`config.mk`:
```
export PLATFORM = sky130hd
export DESIGN_NAME = usr_shift_reg
export DESIGN_NICKNAME = d
export VERILOG_FILES = /design/src/rtl/usr_pkg.sv /design/src/rtl/usr_mux4.sv /design/src/rtl/usr_dff.sv /design/src/rtl/usr_bit_slice.sv /design/src/rtl/usr_shift_reg.sv
export SDC_FILE = /design/constraint.sdc
export NUM_CORES = 1
export LEC_CHECK = 0
export BUFFER_PORTS_ARGS = -buffer_cell sky130_fd_sc_hd__buf_2
export CAP_MARGIN = 40
export CORE_AREA = 3 3 40 42
export DETAILED_ROUTE_END_ITERATION = 10
export DIE_AREA = 0 0 43 45
export GPL_ROUTABILITY_DRIVEN = 1
export SLEW_MARGIN = 30
export SYNTH_ARGS = -nofsm -noshare
export SYNTH_HDL_FRONTEND = slang
export SYNTH_SLANG_ARGS = --single-unit
export TNS_END_PERCENT = 100
```
`constraint.sdc`:
```
create_clock -name clk -period 0.8 [get_ports clk]
set_input_delay 0.08 -clock clk [delete_from_list [all_inputs] [get_ports clk]]
set_output_delay 0.08 -clock clk [all_outputs]
set_load 0.005 [all_outputs]
```
`src/rtl/usr_pkg.sv`:
```
// Package usr_pkg
// Purpose : shared operation codes and width for the universal shift register.
// Assumes : the operation code values equal the selector input indexes of
//           each per-bit multiplexer, so the code drives the select directly.
package usr_pkg;

    localparam int unsigned USR_MODE_W = 2;

    typedef enum logic [USR_MODE_W-1:0] {
        USR_HOLD   = 2'b00,
        USR_SHR    = 2'b01,
        USR_ROTL   = 2'b10,
        USR_LOAD   = 2'b11
    } usr_mode_e;

endpackage : usr_pkg

```
`src/rtl/usr_mux4.sv`:
```
// Module usr_mux4
// Purpose : combinational 4-to-1 selector for one bit.
// Assumes : sel is a two-bit index; every select value maps to one input,
//           so no value is held and no latch is inferred.
module usr_mux4 (
    input  logic [3:0] din,
    input  logic [1:0] sel,
    output logic       dout
);

    // Pick the data bit indexed by the select value.
    always_comb begin
        dout = din[sel];
    end

endmodule : usr_mux4

```
`src/rtl/usr_dff.sv`:
```
// Module usr_dff
// Purpose : single-bit storage element with synchronous active-low clear.
// Assumes : rst_n is sampled on the rising edge like data; clear wins over d.
module usr_dff (
    input  logic clk,
    input  logic rst_n,
    input  logic d,
    output logic q
);

    // Capture d on each rising edge, or clear when reset is asserted.
    always_ff @(posedge clk) begin
        if (!rst_n) begin
            q <= 1'b0;
        end else begin
            q <= d;
        end
    end

endmodule : usr_dff

```
`src/rtl/usr_bit_slice.sv`:
```
// Module usr_bit_slice
// Purpose : one bit of the register: its selector feeding its flip-flop.
// Assumes : the four candidate next values arrive in operation-code order
//           (hold, shift-right source, rotate-left source, parallel bit).
module usr_bit_slice (
    input  logic       clk,
    input  logic       rst_n,
    input  logic [1:0] mode,
    input  logic       own_q,
    input  logic       right_src,
    input  logic       left_src,
    input  logic       par_bit,
    output logic       q
);

    logic [3:0] cand;
    logic       next_bit;

    // Order the candidates so the operation code indexes them directly.
    always_comb begin
        cand[usr_pkg::USR_HOLD] = own_q;
        cand[usr_pkg::USR_SHR]  = right_src;
        cand[usr_pkg::USR_ROTL] = left_src;
        cand[usr_pkg::USR_LOAD] = par_bit;
    end

    usr_mux4 u_sel (
        .din  (cand),
        .sel  (mode),
        .dout (next_bit)
    );

    usr_dff u_store (
        .clk   (clk),
        .rst_n (rst_n),
        .d     (next_bit),
        .q     (q)
    );

endmodule : usr_bit_slice

```
`src/rtl/usr_shift_reg.sv`:
```
// Module usr_shift_reg
// Purpose : universal shift register with hold, shift right with serial
//           fill, rotate left and parallel load, one slice per bit.
// Assumes : WIDTH >= 2; reset is synchronous and active low.
module usr_shift_reg #(
    parameter int unsigned WIDTH = 4
) (
    input  logic             clk,
    input  logic             rst_n,
    input  logic [1:0]       mode,
    input  logic             ser_in,
    input  logic [WIDTH-1:0] par_in,
    output logic [WIDTH-1:0] q_out
);

    localparam int unsigned TOP = WIDTH - 1;

    logic [WIDTH-1:0] q_r;
    logic [WIDTH-1:0] right_tap;
    logic [WIDTH-1:0] left_tap;

    genvar i;
    generate
        for (i = 0; i < WIDTH; i++) begin : g_bit
            // Right-shift source: serial input at the top, upper neighbour elsewhere.
            if (i == TOP) begin : g_rtop
                assign right_tap[i] = ser_in;
            end else begin : g_rmid
                assign right_tap[i] = q_r[i+1];
            end

            // Rotate-left source: top bit wraps into bit 0, lower neighbour elsewhere.
            if (i == 0) begin : g_lbot
                assign left_tap[i] = q_r[TOP];
            end else begin : g_lmid
                assign left_tap[i] = q_r[i-1];
            end

            usr_bit_slice u_slice (
                .clk       (clk),
                .rst_n     (rst_n),
                .mode      (mode),
                .own_q     (q_r[i]),
                .right_src (right_tap[i]),
                .left_src  (left_tap[i]),
                .par_bit   (par_in[i]),
                .q         (q_r[i])
            );
        end
    endgenerate

    assign q_out = q_r;

endmodule : usr_shift_reg

```
==> flow_summary.toml <==
[placement]
port-buffer-count = 12
routabilityCongestion = 0.605
place_ws_ns = 0.0601

[yosys]
ys_warn_count = 0
synth_nets = 32
yosysSeqAreaShare_pct = 33.9
synth.area.top_cells = "dfxtp_1, mux2i_1, buf_4"
synth_top_area_share_pct = 33.9
avgSynthCellArea_um2 = 10.3
syn_area_um2 = 236
synth_cell_type_count = 7
synth-seq-cells = 4
syn_inst = 23
yosysTopAreaCell = "dfxtp_1"

[critical_path]
cp-end-kind = "output port"
cp.required_ns = 0.72
slowest_stage = "dfxtp_1"
path_delay_family = "flip-flops"
rrSetupSlack_ns = 0.14
max_stage_delay_ns = 0.33
critPathLaunchType = "flip-flop"
cp_max_fo = 3
reg2regPathDepth = 2
arrival_ns = 0.68
cp_cell_sequence = "buf_2"
cp_num_buf_inv = 1
worstSetupPathType = "flip-flop to output port"

[sta]
slew_headroom_pct = 86.2
min_period_ns = 0.762
hold_violations = 0
holdWs_ns = 0.130
max_freq_mhz = 1310
finalSetupViolations = 0
rsz0062_at_grt = "false"
fin_setup_tns_ns = 0
worst_pin_slew_ns = 0.207
worst_slack_ns = 0.0380
fin_skew_ns = 0.000524
slew_violations = 0
fin_crit_sh_pct = 95.2

[worst_hold_path]
hold_start = "par_in[1]"
hold_class = "primary input to flip-flop"
worstHoldPathCells = 3

[clock_tree]
cts-root-buf = "clkbuf_4"
postCtsSetupBuffers = 0
hold_buffers = 0
htreeDepth = 1
cts_tree = "built"
clkTransAtPathRegs_ns = 0.03
worst_skew_pair.late_latency_ns = 0.23
numCtsBuffers = 3
cts.repair.resized = 3
cts_buffer_depth = 2
cts_sinks = 4

[cells_and_area]
final_cell_mix = "buf_2, mux2i_1, o22ai_1, dfxtp_2, clkbuf_4"
num_antenna_cells = 0
drive_above_1_share_pct = 54.5
final_common_cell = "buf_2"
finalNetCount = 44
syn2layout_area_growth_pct = 27.0

[global_route]
grt_max_degree = 9
antenna_found_initial = 0
grt_pass1_vias = 183
gr-usage-all-layers_pct = 5.66
grt_pass1_wl_um = 690
grt_overflow = 0

[die]
initial_core_util_pct = 18.4
pin_count = 13
die_w_um = 43
coreArea_um2 = 1280
num_rows = 13
die_area_um2 = 1940
die_y_um = 45

[route]
postRouteAntennaNets = 0
wirelength_um = 453
via_count = 184
avgRoutedWirePerCell_um = 9.44
drc = 0
drt_iter0_markers = 1
routed_via_density = 3.83
firstDrtPassIters = 2

[power_and_ir_drop]
ir_worst_vdd_mv = 0.498
sw_frac_of_total_pct = 21.8
clockPowerShare_pct = 44.1
pwr-share-comb_pct = 14.9
leakagePower_nw = 0.153
power.switching_mw = 0.119
internal_power_mw = 0.429
power.density_nw_per_um2 = 1830
seqPwrFrac_pct = 41.0

[flow_run]
maxCapViolCount = 0

[status]
outcome = "completed"
worst max-delay path by stage:
stage                           end  slack [ns]  cells after the start
after floorplan           flip-flop        0.17                      2
after global placement    flip-flop        0.07                      3
after detailed placement  flip-flop        0.06                      3
after CTS                  q_out[0]        0.01                      1
after global routing       q_out[1]       0.004                      1
final                      q_out[0]        0.04                      1
area by class of cell:
| class | instances | area, um^2 |
|---|---|---|
| tap | 15 | 18.8 |
| timing repair buffer | 12 | 60.1 |
| fill | 149 | 985 |
| multi-input combinational | 14 | 115 |
| clock buffer | 3 | 22.5 |
| sequential | 4 | 83.8 |
metrics by stage:
step	cell area [um^2]	std cells	total power, mW	util [%]
floorplan	236	23	0.292	-
global placement	274	45	0.309	21.3
detailed placement	274	45	0.309	21.3
CTS	300	48	0.570	23.4
global route	300	48	0.580	23.4
finish	300	48	0.548	23.4
cells in the mapped netlist:
library cell	n
mux2i_1	8
buf_4	4
dfxtp_1	4
o22ai_1	4
buf_6	1
nand2_1	1
nand2b_1	1
power groups by stage:
stage	combinational [mW]	sequential [mW]	clock (mW)
after floorplan	0.0677	0.224	0
after global placement	0.0830	0.226	0
after detailed placement	0.0830	0.226	0
after CTS	0.0833	0.225	0.262
after global routing	0.0915	0.227	0.262
final	0.0815	0.225	0.242
per-layer routing:
| metal | GRT usage, % | up-vias | wire, um |
|---|---|---|---|
| li1 | - | 101 | - |
| met4 | 9.04 | 0 | 6 |
| met2 | 7.19 | 7 | 215 |
| met1 | 4.81 | 74 | 169 |
| met3 | 3.59 | 2 | 61 |
| met5 | 0 | - | 0 |
cell families (layout without fill, tap and decap cells):
logic type / count (synthesis) / count (layout) / share of synthesized area [%]
compound gates: 4 / 4 / 10.6
mux: 8 / 8 / 33.9
flops: 4 / 4 / 33.9
buf+inv: 5 / 15 / 17.5
simple gates: 2 / 2 / 4.23
Note: power is estimated with default switching activity, not from simulation.
